File: src/rtl/serial_rx_pkg.sv
package serial_rx_pkg;
  typedef enum logic [1:0] {
    RX_IDLE   = 2'd0,
    RX_VERIFY = 2'd1,
    RX_BITS   = 2'd2
  } rx_state_e;
endpackage

File: src/rtl/rx_frame_fsm.sv
module rx_frame_fsm
  import serial_rx_pkg::*;
#(
  parameter int OS_RATE  = 16,
  parameter int DATA_W   = 8,
  parameter int MIN_BITS = 5,
  parameter int LEN_W    = 2
) (
  input  logic              clk_i,
  input  logic              rst_ni,
  input  logic              tick_i,
  input  logic              line_i,
  input  logic              en_i,
  input  logic [LEN_W-1:0]  len_i,
  input  logic              par_en_i,
  input  logic              par_even_i,
  output logic              done_o,
  output logic [DATA_W-1:0] data_o,
  output logic              stop_o,
  output logic              perr_o
);
  localparam int HALF  = OS_RATE / 2;
  localparam int CNT_W = $clog2(OS_RATE);
  localparam int IDX_W = $clog2(DATA_W + 3);
  localparam int SEL_W = $clog2(DATA_W);

  rx_state_e         state_q;
  logic [CNT_W-1:0]  cnt_q;
  logic [IDX_W-1:0]  idx_q;
  logic [DATA_W-1:0] shr_q;
  logic              px_q;
  logic              prev_q;

  logic [IDX_W-1:0]  nb, last_idx;
  logic              half_end, bit_end;

  always_comb begin
    nb       = IDX_W'(MIN_BITS) + IDX_W'(len_i);
    last_idx = nb + IDX_W'(par_en_i);
    half_end = (cnt_q == CNT_W'(HALF - 1));
    bit_end  = (cnt_q == CNT_W'(OS_RATE - 1));
  end

  // stop sample: last bit slot of the frame
  assign done_o = en_i & tick_i & (state_q == RX_BITS) & bit_end & (idx_q == last_idx);
  assign data_o = shr_q;
  assign stop_o = line_i;
  assign perr_o = par_en_i & (px_q ^ ~par_even_i);

  always_ff @(posedge clk_i or negedge rst_ni) begin
    if (!rst_ni) begin
      state_q <= RX_IDLE;
      cnt_q   <= '0;
      idx_q   <= '0;
      shr_q   <= '0;
      px_q    <= 1'b0;
      prev_q  <= 1'b1;
    end else begin
      if (tick_i) prev_q <= line_i;
      if (!en_i) begin
        state_q <= RX_IDLE;
      end else if (tick_i) begin
        unique case (state_q)
          RX_IDLE: begin
            if (!line_i && prev_q) begin
              state_q <= RX_VERIFY;
              cnt_q   <= '0;
            end
          end
          RX_VERIFY: begin
            if (half_end) begin
              if (line_i) begin
                state_q <= RX_IDLE;
              end else begin
                state_q <= RX_BITS;
                cnt_q   <= '0;
                idx_q   <= '0;
                shr_q   <= '0;
                px_q    <= 1'b0;
              end
            end else begin
              cnt_q <= cnt_q + 1'b1;
            end
          end
          RX_BITS: begin
            if (bit_end) begin
              cnt_q <= '0;
              idx_q <= idx_q + 1'b1;
              if (idx_q < nb) begin
                shr_q[idx_q[SEL_W-1:0]] <= line_i;
                px_q <= px_q ^ line_i;
              end else if (idx_q < last_idx) begin
                px_q <= px_q ^ line_i;
              end else begin
                state_q <= RX_IDLE;
              end
            end else begin
              cnt_q <= cnt_q + 1'b1;
            end
          end
          default: state_q <= RX_IDLE;
        endcase
      end
    end
  end

  a_r1_noise_dropped: assert property (@(posedge clk_i) disable iff (!rst_ni)
    (en_i && tick_i && state_q == RX_VERIFY && half_end && line_i) |=> (state_q == RX_IDLE));

  a_r1_edge_starts_check: assert property (@(posedge clk_i) disable iff (!rst_ni)
    (en_i && tick_i && state_q == RX_IDLE && !line_i && prev_q) |=> (state_q == RX_VERIFY && cnt_q == '0));

  a_r6_disable_idles: assert property (@(posedge clk_i) disable iff (!rst_ni)
    !en_i |=> (state_q == RX_IDLE));

  a_r10_rearm_after_stop: assert property (@(posedge clk_i) disable iff (!rst_ni)
    done_o |=> (state_q == RX_IDLE));
endmodule

File: src/rtl/rx_holding.sv
module rx_holding #(
  parameter int DATA_W = 8
) (
  input  logic              clk_i,
  input  logic              rst_ni,
  input  logic              en_i,
  input  logic              done_i,
  input  logic [DATA_W-1:0] data_i,
  input  logic              stop_i,
  input  logic              perr_i,
  input  logic              rd_i,
  input  logic              clr_i,
  output logic [DATA_W-1:0] data_o,
  output logic              ready_o,
  output logic              par_err_o,
  output logic              frame_err_o,
  output logic              overrun_o
);
  logic take;
  assign take = done_i & en_i;

  always_ff @(posedge clk_i or negedge rst_ni) begin
    if (!rst_ni) begin
      data_o      <= '0;
      ready_o     <= 1'b0;
      par_err_o   <= 1'b0;
      frame_err_o <= 1'b0;
      overrun_o   <= 1'b0;
    end else begin
      if (take) begin
        data_o  <= data_i;
        ready_o <= 1'b1;
      end else if (rd_i) begin
        ready_o <= 1'b0;
      end
      // set beats clear
      par_err_o   <= (par_err_o   & ~clr_i) | (take & perr_i);
      frame_err_o <= (frame_err_o & ~clr_i) | (take & ~stop_i);
      overrun_o   <= (overrun_o   & ~clr_i) | (take & ready_o & ~rd_i);
    end
  end

  a_r6_ready_needs_enable: assert property (@(posedge clk_i) disable iff (!rst_ni)
    $rose(ready_o) |-> $past(en_i));

  a_r7_overrun_on_unread: assert property (@(posedge clk_i) disable iff (!rst_ni)
    (take && ready_o && !rd_i) |=> (overrun_o && ready_o));

  a_r8_read_clears: assert property (@(posedge clk_i) disable iff (!rst_ni)
    (rd_i && !take) |=> !ready_o);

  a_r8_arrival_beats_read: assert property (@(posedge clk_i) disable iff (!rst_ni)
    (rd_i && take) |=> ready_o);

  a_r9_clear_flags: assert property (@(posedge clk_i) disable iff (!rst_ni)
    (clr_i && !take) |=> (!par_err_o && !frame_err_o && !overrun_o));
endmodule

File: src/rtl/rx_break_det.sv
module rx_break_det #(
  parameter int OS_RATE  = 16,
  parameter int DATA_W   = 8,
  parameter int MIN_BITS = 5,
  parameter int LEN_W    = 2
) (
  input  logic             clk_i,
  input  logic             rst_ni,
  input  logic             tick_i,
  input  logic             line_i,
  input  logic [LEN_W-1:0] len_i,
  input  logic             par_en_i,
  output logic             break_o
);
  localparam int MAX_BITS = DATA_W + 3;
  localparam int LIM_MAX  = 2 * OS_RATE * MAX_BITS;
  localparam int CW       = $clog2(LIM_MAX + 1);

  logic [CW-1:0] cnt_q, lim;

  // two frames of start + data + parity + one stop
  always_comb
    lim = CW'(2 * OS_RATE) * (CW'(MIN_BITS + 2) + CW'(len_i) + CW'(par_en_i));

  always_ff @(posedge clk_i or negedge rst_ni) begin
    if (!rst_ni) begin
      cnt_q   <= '0;
      break_o <= 1'b0;
    end else if (tick_i) begin
      if (line_i) begin
        cnt_q   <= '0;
        break_o <= 1'b0;
      end else begin
        if (cnt_q < lim) cnt_q <= cnt_q + 1'b1;
        if (cnt_q >= lim - 1'b1) break_o <= 1'b1;
      end
    end
  end

  a_r11_high_clears: assert property (@(posedge clk_i) disable iff (!rst_ni)
    (tick_i && line_i) |=> !break_o);

  a_r11_rise_on_low: assert property (@(posedge clk_i) disable iff (!rst_ni)
    $rose(break_o) |-> $past(tick_i && !line_i));
endmodule

File: src/rtl/serial_rx_os16.sv
module serial_rx_os16 #(
  parameter int OS_RATE  = 16,
  parameter int DATA_W   = 8,
  parameter int MIN_BITS = 5,
  parameter int LEN_W    = 2
) (
  input  logic              clk_i,
  input  logic              rst_ni,
  input  logic              os_tick_i,
  input  logic              rx_i,
  input  logic              rx_en_i,
  input  logic [LEN_W-1:0]  char_len_i,
  input  logic              par_en_i,
  input  logic              par_even_i,
  input  logic              rd_i,
  input  logic              err_clr_i,
  output logic [DATA_W-1:0] data_o,
  output logic              ready_o,
  output logic              par_err_o,
  output logic              frame_err_o,
  output logic              overrun_o,
  output logic              break_o
);
  logic              done;
  logic [DATA_W-1:0] shr_data;
  logic              stop_bit;
  logic              perr;

  rx_frame_fsm #(
    .OS_RATE (OS_RATE),
    .DATA_W  (DATA_W),
    .MIN_BITS(MIN_BITS),
    .LEN_W   (LEN_W)
  ) u_frame (
    .clk_i     (clk_i),
    .rst_ni    (rst_ni),
    .tick_i    (os_tick_i),
    .line_i    (rx_i),
    .en_i      (rx_en_i),
    .len_i     (char_len_i),
    .par_en_i  (par_en_i),
    .par_even_i(par_even_i),
    .done_o    (done),
    .data_o    (shr_data),
    .stop_o    (stop_bit),
    .perr_o    (perr)
  );

  rx_holding #(
    .DATA_W(DATA_W)
  ) u_hold (
    .clk_i      (clk_i),
    .rst_ni     (rst_ni),
    .en_i       (rx_en_i),
    .done_i     (done),
    .data_i     (shr_data),
    .stop_i     (stop_bit),
    .perr_i     (perr),
    .rd_i       (rd_i),
    .clr_i      (err_clr_i),
    .data_o     (data_o),
    .ready_o    (ready_o),
    .par_err_o  (par_err_o),
    .frame_err_o(frame_err_o),
    .overrun_o  (overrun_o)
  );

  rx_break_det #(
    .OS_RATE (OS_RATE),
    .DATA_W  (DATA_W),
    .MIN_BITS(MIN_BITS),
    .LEN_W   (LEN_W)
  ) u_brk (
    .clk_i   (clk_i),
    .rst_ni  (rst_ni),
    .tick_i  (os_tick_i),
    .line_i  (rx_i),
    .len_i   (char_len_i),
    .par_en_i(par_en_i),
    .break_o (break_o)
  );
endmodule

File: config.mk
export PLATFORM = sky130hd
export DESIGN_NAME = serial_rx_os16
export DESIGN_NICKNAME = d
export VERILOG_FILES = /design/src/rtl/serial_rx_pkg.sv /design/src/rtl/rx_frame_fsm.sv /design/src/rtl/rx_holding.sv /design/src/rtl/rx_break_det.sv /design/src/rtl/serial_rx_os16.sv
export SDC_FILE = /design/constraint.sdc
export NUM_CORES = 1
export LEC_CHECK = 0
export ABC_AREA = 1
export CORE_MARGIN = 2
export CORE_UTILIZATION = 30
export CTS_BUF_LIST = sky130_fd_sc_hd__clkbuf_16
export CTS_CLUSTER_DIAMETER = 80
export DETAILED_ROUTE_END_ITERATION = 12
export GPL_TIMING_DRIVEN = 0
export SLEW_MARGIN = 20
export SYNTH_ARGS = -nofsm -noshare
export SYNTH_HDL_FRONTEND = slang
export SYNTH_SLANG_ARGS = --single-unit
File: constraint.sdc
create_clock -name clk_i -period 2 [get_ports clk_i]
set_input_delay 0.4 -clock clk_i [delete_from_list [all_inputs] [get_ports clk_i]]
set_output_delay 0.4 -clock clk_i [all_outputs]
set_load 0.005 [all_outputs]
==> summary.txt, run 1 <==
CTS
  • Clock slew at reported path FFs: 60 ps
  • CTS tree: done
  • CTS max path bufs: 2
  • Worst-skew pair later-pin latency: between 200 and 300 ps
  • Clock Root Buffer: sky130_fd_sc_hd__clkbuf_16
  • Total CTS buffers: 5
  • Number of sinks driven by the clock tree: 42
  • Number of H-tree levels: 2
  • Number of buffers inserted by hold repair at cts: 0

Worst setup path
  • Critical path data arrival time: around 2100 ps
  • Endpoint of the worst-slack reg-to-reg timing path: u_hold.overrun_o
  • Nature of the critical path endpoint: register
  • Reg-to-reg startpoint: u_frame.state_q[0]
  • Required arrival time at the worst endpoint: approximately 2200 ps
  • Nature of the critical path startpoint: primary input
  • Max FO, Critical Path: 3
  • Flop-to-flop setup slack: roughly 260 ps
  • Worst Setup Path Type: primary input to register
  • Cell depth of the worst flop-to-flop path: 8

Global route
  • Initial antenna violation count: 0
  • Vias in the first global route: around 2200
  • First-pass GRT wire length: between 9000 and 10000 um
  • Gr usage total: between 10 and 15%
  • Pin count of the biggest net entering global routing: 32
  • Total grt overflow: 0

STA
  • RSZ-0062 raised after global routing: yes
  • Post-route setup slack: around 50 ps
  • Tightest Pin Transition: approximately 460 ps
  • Maximum clock frequency: between 0.5 and 0.6 GHz
  • Number of endpoints with negative hold slack in the final report: 0
  • Max Clock Skew: roughly 3.7 ps
  • Max transition margin: 69.3%
  • Final slew viol count: 0
  • Period utilization: a little over nine tenths
  • Number of setup violations in the final report: 0
  • Final period demand of the worst path: around 2000 ps

Floorplan
  • Initial Util: a little under a third
  • Vertical die dimension: 99.3 um
  • Placeable core region: 8760 um^2
  • Full die area: slightly below 10000 um^2
  • Die width: a little under 100 um
  • Total I/O pin count: 24
  • Placement Rows: 34

Pwr
  • P_leak: about 0.0015 uW
  • Combinational power share: about a third
  • Power density cells: roughly 850 nW/um^2
  • Cell internal pwr: 1840 uW
  • Share of power burned in the clock network: 28.0%
  • Peak supply drop: roughly 0.00038 V
  • Flop pwr share: a little under two fifths
  • Switching power as a share of total power: 35.9%
  • Switching power summed over all nets: around 1000 uW

Routing
  • Routed Wire Length: 5710 um
  • Via count: roughly 2200
  • Routed len/inst: about 12 um
  • Number of DRC markers after the initial detailed-route iteration: 74
  • Post-detailed-route DRC marker count: 0
  • Via-per-instance ratio: 4.71
  • Number of antenna-violating nets in the routed design: 0
  • First-pass DRT Iterations: 4

Logic synthesis
  • Post-synthesis average cell area: 8.16 um^2
  • Dominant combinational cell family by area after synthesis: simple AND/OR/NAND/NOR gates
  • Unique masters post-synth: 39
  • Post-synthesis share of cell area spent on xor and xnor gates: ~2.2%
  • Post-Synth Simple-Gate Area: about 23%
  • Synthesized cell area: roughly 2700 um^2
  • Number of nets in the synthesized netlist: about 370
  • #FFs+latches synth: 42
  • Fraction of the mapped netlist area in compound gates: about an eighth
  • Mux contribution to synthesized area: 0%
  • Synthesized-area fraction occupied by adder cells: between 10 and 15%
  • Sequential fraction of the synthesis area: just under 40%
  • Number of warnings printed during yosys synthesis: 0
  • Post-Synthesis Cells: roughly 330

Outcome
  • Status: finished, final reports clean

Place
  • Number of port buffers: 22
  • Post-DP HPWL: 4220 um
  • Global placer's final weighted congestion: ~0.8
  • Placement-stage worst setup slack: -955 ps
  • Placement Cell Area: 3130 um^2

Final layout
  • Post-synthesis to final-layout area growth: 24.1%
  • Fraction of final layout cells sized beyond drive strength 1: between 10% and 20%
  • Antenna cell count: 0
  • Final std cell area, no fill: about 3400 um^2
  • # nets final: 409

Min path
  • Hold crit path type: primary input to asynchronous set/reset pin

Job
  • Number of maximum-capacitance constraint violations: 0
## cell families after synthesis
family / count (synthesis)
and+or+nand+nor: 132
buffers and inverters: 65
xor gates and xnor gates: 7
AOI/OAI and AO/OA: 59
adders and majority gates: 29
DFF: 42
## routing by layer
metal  global-route usage (%)  vias to the layer above  share of wire [%]
li1                         -                     1156                  -
met1                     15.9                     1060                 48
met2                     20.2                       28                 48
met3                     2.11                        5                2.9
met4                     3.48                        0                1.3
met5                        0                        -                  0
## worst max-delay path by stage
| stage | end | from | cells after the start |
|---|---|---|---|
| global placement | u_brk.break_o | char_len_i[0] | 11 |
| floorplan | u_brk.break_o | char_len_i[0] | 10 |
| global route | u_frame.state_q[1] | char_len_i[0] | 15 |
| CTS | u_brk.break_o | par_en_i | 11 |
| detailed placement | u_brk.break_o | char_len_i[0] | 11 |
| finish | u_frame.state_q[1] | par_en_i | 14 |
## state kept, by name, summed over array words and instances, names as in the netlist
register            count
u_frame.idx_q           4
u_hold.frame_err_o      1
u_hold.par_err_o        1
u_hold.data_o           8
u_frame.prev_q          1
u_hold.ready_o          1
u_frame.px_q            1
u_brk.break_o           1
u_hold.overrun_o        1
u_frame.data_o          8
u_brk.cnt_q             9
u_frame.cnt_q           4
u_frame.state_q         2
## critical path, stage by stage
cell and delay (ps):
sky130_fd_sc_hd__buf_8 120, sky130_fd_sc_hd__ha_4 160, sky130_fd_sc_hd__fa_1 540, sky130_fd_sc_hd__inv_2 40, sky130_fd_sc_hd__ha_4 260, sky130_fd_sc_hd__nand2_2 40, sky130_fd_sc_hd__nand2_2 60, sky130_fd_sc_hd__nand2_2 50
sky130_fd_sc_hd__nand4_1 70, sky130_fd_sc_hd__nand2_1 70, sky130_fd_sc_hd__inv_1 50, sky130_fd_sc_hd__nand4_1 110, sky130_fd_sc_hd__nand2_1 90, sky130_fd_sc_hd__nand2_1 60
## per-stage QoR
step	hold slack, ps	TNS, ps	util [%]	total power [uW]	instances
floorplan	104	-50.5	-	1760	334
global placement	471	-50580	35.6	1960	464
detailed placement	324	-24860	35.8	1990	465
CTS	16.0	0	37.5	2820	473
global route	25.1	-239	38.6	3100	478
finish	8.55	0	38.6	2880	478
## area by class of cell
cell class	instances	area [um^2]
multi-input cells	227	1470
inverters	55	234
plain buffers	10	63.8
repair buffers	28	283
well taps	108	135
clock buffers	5	125
fillers	883	5380
clock inverters	3	21.3
flip-flops and latches	42	1050
## Yosys cell counts, drive strengths merged
cell type,instances,area share [%]
a21oi,8,1.6
a22oi,1,0.28
a31oi,1,0.23
buf,7,1.9
clkbuf,3,0.41
clkinv,1,0.14
dfrtp,41,38
dfstp,1,0.96
fa,2,1.5
ha,27,12
inv,54,7.5
nand2,67,9.9
nand3,29,5.3
nand3b,3,1.3
nand4,8,1.8
nor2,20,3.1
nor3,3,0.73
o211ai,1,0.28
o21a,8,2.2
o21ai,32,5.9
o22ai,5,1.1
o31ai,3,1.0
or2,2,0.46
xnor2,4,1.3
xor2,3,0.96
## placed cells by master, fill, tap and decap left out, types with 3 or more instances in the layout
| master | instances |
|---|---|
| sky130_fd_sc_hd__nand2_1 | 60 |
| sky130_fd_sc_hd__inv_1 | 47 |
| sky130_fd_sc_hd__dfrtp_1 | 41 |
| sky130_fd_sc_hd__nand3_1 | 29 |
| sky130_fd_sc_hd__ha_1 | 23 |
| sky130_fd_sc_hd__o21ai_0 | 19 |
| sky130_fd_sc_hd__nor2_1 | 18 |
| sky130_fd_sc_hd__clkdlybuf4s50_1 | 18 |
| sky130_fd_sc_hd__o21ai_1 | 13 |
| sky130_fd_sc_hd__nand4_1 | 8 |
| sky130_fd_sc_hd__o21a_1 | 8 |
| sky130_fd_sc_hd__buf_4 | 7 |
| sky130_fd_sc_hd__nand2_2 | 5 |
| sky130_fd_sc_hd__o22ai_1 | 5 |
| sky130_fd_sc_hd__a21oi_1 | 5 |
| sky130_fd_sc_hd__clkbuf_16 | 5 |
| sky130_fd_sc_hd__buf_2 | 4 |
| sky130_fd_sc_hd__inv_2 | 4 |
| sky130_fd_sc_hd__xnor2_1 | 4 |
| sky130_fd_sc_hd__ha_4 | 4 |
| sky130_fd_sc_hd__clkbuf_1 | 3 |
| sky130_fd_sc_hd__a21oi_2 | 3 |
| sky130_fd_sc_hd__xor2_1 | 3 |
## power by group through the flow
| stage | combinational (uW) | clock, uW | sequential, uW |
|---|---|---|---|
| 4_1_cts | 893 | 829 | 1100 |
| 3_3_place_gp | 856 | 0 | 1110 |
| 5_1_grt | 1110 | 875 | 1120 |
| 6_report | 967 | 806 | 1100 |
| 2_1_floorplan | 683 | 0 | 1080 |
| 3_5_place_dp | 881 | 0 | 1110 |
## what timing repair did
action                                  4_1_cts  5_1_grt
gates cloned                                  0        0
buffers inserted                              0        5
hold endpoints to repair                      0        0
pin swaps                                     4       12
resized for setup                            18       16
endpoints found under the setup margin       33        9
No activity file was read; power rests on OpenSTA's default activity.
==> inputs of run 2 (changes only) <==
CORE_ASPECT_RATIO = 0.75   (was not set)
PLACE_DENSITY = 0.51   (was not set)
==> summary.txt, run 2 (synthesis results as in run 1) <==
Floorplan
  • Placeable core region: ~9000 um^2
  • Placement Rows: 30
  • Vertical die dimension: approximately 87 um
  • Total I/O pin count: 24
  • Initial Util: 30.5%
  • Full die area: slightly below 10000 um^2
  • Die width: ~110 um

STA
  • Maximum clock frequency: 0.519 GHz
  • Final period demand of the worst path: between 1500 and 2000 ps
  • Tightest Pin Transition: approximately 570 ps
  • Max transition margin: 61.8%
  • Number of endpoints with negative hold slack in the final report: 0
  • RSZ-0062 raised after global routing: yes
  • Number of setup violations in the final report: 0
  • Final slew viol count: 0
  • Period utilization: a little over nine tenths
  • Max Clock Skew: between 2 and 3 ps

Final layout
  • Most common cell after layout, fill and taps aside: sky130_fd_sc_hd__nand2_1
  • Post-synthesis to final-layout area growth: 23.2%
  • Fraction of final layout cells sized beyond drive strength 1: between 10% and 20%
  • Biggest regs: u_brk.cnt_q: 9 flops, u_frame.data_o: 8 flops, u_hold.data_o: 8 flops
  • Final std cell area, no fill: about 3400 um^2
  • # nets final: between 400 and 500
  • Register with the highest flop count: u_brk.cnt_q
  • Fraction of the core area covered by cells at the end of the flow: 37.6%
  • Commonest non-fill, non-tap cells in the layout: sky130_fd_sc_hd__nand2_1 (61), sky130_fd_sc_hd__inv_1 (48), sky130_fd_sc_hd__dfrtp_1 (41), sky130_fd_sc_hd__nand3_1 (29), sky130_fd_sc_hd__ha_1 (23)
  • Antenna cell count: 0
  • Filler cell count in the final layout: 940
  • Flip-flop count of the largest register, all copies and words added: 9

Routing
  • Via-per-instance ratio: 4.59
  • First-pass DRT Iterations: 4
  • Number of antenna-violating nets in the routed design: 0
  • Routed Wire Length: between 6000 and 7000 um
  • Number of DRC markers after the initial detailed-route iteration: 98
  • Routed len/inst: 12.6 um
  • Post-detailed-route DRC marker count: 0
  • Via count: around 2200

Place
  • Placement Cell Area: approximately 3100 um^2
  • Number of port buffers: 22
  • Post-DP HPWL: 4500 um
  • Global placer's final weighted congestion: approximately 0.79

Global route
  • Pin count of the biggest net entering global routing: 23
  • Total grt overflow: 0
  • Gr usage total: ~13%
  • First-pass GRT wire length: 10500 um
  • Initial antenna violation count: 0
  • Vias in the first global route: between 2000 and 2500

CTS
  • Number of sinks driven by the clock tree: 42
  • Clock Root Buffer: sky130_fd_sc_hd__clkbuf_16
  • Number of H-tree levels: 2
  • Clock slew at reported path FFs: approximately 60 ps
  • CTS tree: done
  • Worst-skew pair later-pin latency: between 200 and 300 ps
  • Number of buffers inserted by hold repair at cts: 0
  • CTS max path bufs: 2
  • Total CTS buffers: 5

Pwr
  • Peak supply drop: around 0.00028 V
  • Power density cells: 839 nW/um^2
  • P_leak: between 0.0015 and 0.002 uW

Worst setup path
  • Max FO, Critical Path: 3
  • Nature of the critical path startpoint: primary input
  • Cell with the largest stage delay on the worst path: sky130_fd_sc_hd__fa_1
  • Required arrival time at the worst endpoint: 2170 ps
  • Critical path data arrival time: between 2000 and 2500 ps
  • Maximum single-stage delay on the critical path: about 520 ps
  • Sum of buffers and inverters on the critical path: 2
  • Number of gates on the worst path with buffers counted: 11
  • Nature of the critical path endpoint: register
  • Reg-to-reg startpoint: u_frame.state_q[0]
  • Startpoint of the most critical setup path: par_en_i
  • Cell family with the largest share of critical-path delay: adder cells
  • Cells along the critical path: buf_8 -> inv_12 -> ha_4 -> fa_1 -> ha_4 -> a21oi_2 -> nor2_1 -> o21ai_1 -> nand3b_1 -> a21oi_2 -> nor2_1
  • Cell depth of the worst flop-to-flop path: 8
  • Worst Setup Path Type: primary input to register

Job
  • Number of maximum-capacitance constraint violations: 0

Outcome
  • Status: finished, final reports clean

Min path
  • Hold crit path type: primary input to asynchronous set/reset pin
==> run 2: final cells by class <==
cell class	count	area (um^2)	area share, %
Multi-Input combinational cell	227	1470	43.8
Sequential cell	42	1050	31.3
Timing Repair Buffer	24	260	7.75
Inverter	55	234	6.97
Tap cell	112	140	4.17
Clock buffer	5	125	3.73
Buffer	10	63.8	1.90
Clock inverter	3	12.5	0.373
==> run 2: power breakdown <==
part           internal [uW]  switching [uW]
sequential               978             125
combinational            377             561
clock                    452             325
==> run 2: worst paths after layout <==
check                                          end  slack, ps
min in group clk_i                u_hold.par_err_o        410
worst min register to register      u_frame.prev_q        480
worst min-delay path                u_brk.cnt_q[6]        110
worst max register to register    u_hold.overrun_o        250
max in group asynchronous       u_frame.state_q[0]       1380
worst max-delay path                 u_brk.break_o         70
==> run 2: routing by layer <==
layer  wire (um)  global-route usage, %  vias to the layer above  part of all wire, %
li1            -                      -                     1155                    -
met2        2500                   19.0                       24                   42
met5           0                      0                        -                    0
met4          46                   4.10                        0                 0.77
met3         190                   3.92                        2                  3.2
met1        3270                   19.9                     1015                   54
==> run 2: worst reg2reg max path: stages, from the launching register on <==
cell and delay (ps):
sky130_fd_sc_hd__dfrtp_1 410, sky130_fd_sc_hd__inv_1 120, sky130_fd_sc_hd__ha_1 150, sky130_fd_sc_hd__buf_4 170, sky130_fd_sc_hd__inv_1 90, sky130_fd_sc_hd__nor3_2 210, sky130_fd_sc_hd__nand4_1 130, sky130_fd_sc_hd__buf_2 210
sky130_fd_sc_hd__o31ai_2 170
==> run 2: timing repair <==
| item | 4_1_cts | 5_1_grt |
|---|---|---|
| pin swaps | 2 | 3 |
| setup endpoints to repair | 33 | 12 |
| gates resized for setup | 18 | 15 |
| buffers inserted | 0 | 1 |
==> run 2: per-stage QoR <==
| stage | TNS [ps] | power, uW | std cells | hold WS, ps | worst slack [ps] |
|---|---|---|---|---|---|
| floorplan | -50.5 | 1760 | 334 | 104 | -50.5 |
| global placement | -55730 | 1990 | 468 | 466 | -960 |
| detailed placement | -24730 | 2010 | 469 | 425 | -949 |
| CTS | 0 | 2800 | 477 | 127 | 2.24 |
| global route | -192 | 3060 | 478 | 144 | -60.4 |
| finish | 0 | 2820 | 478 | 113 | 74.6 |
==> inputs of run 3 (changes only) <==
CTS_CLUSTER_DIAMETER = 40   (was 80)
==> results of run 3 <==
The final DEF is identical to that of run 2; final timing and power are the same.
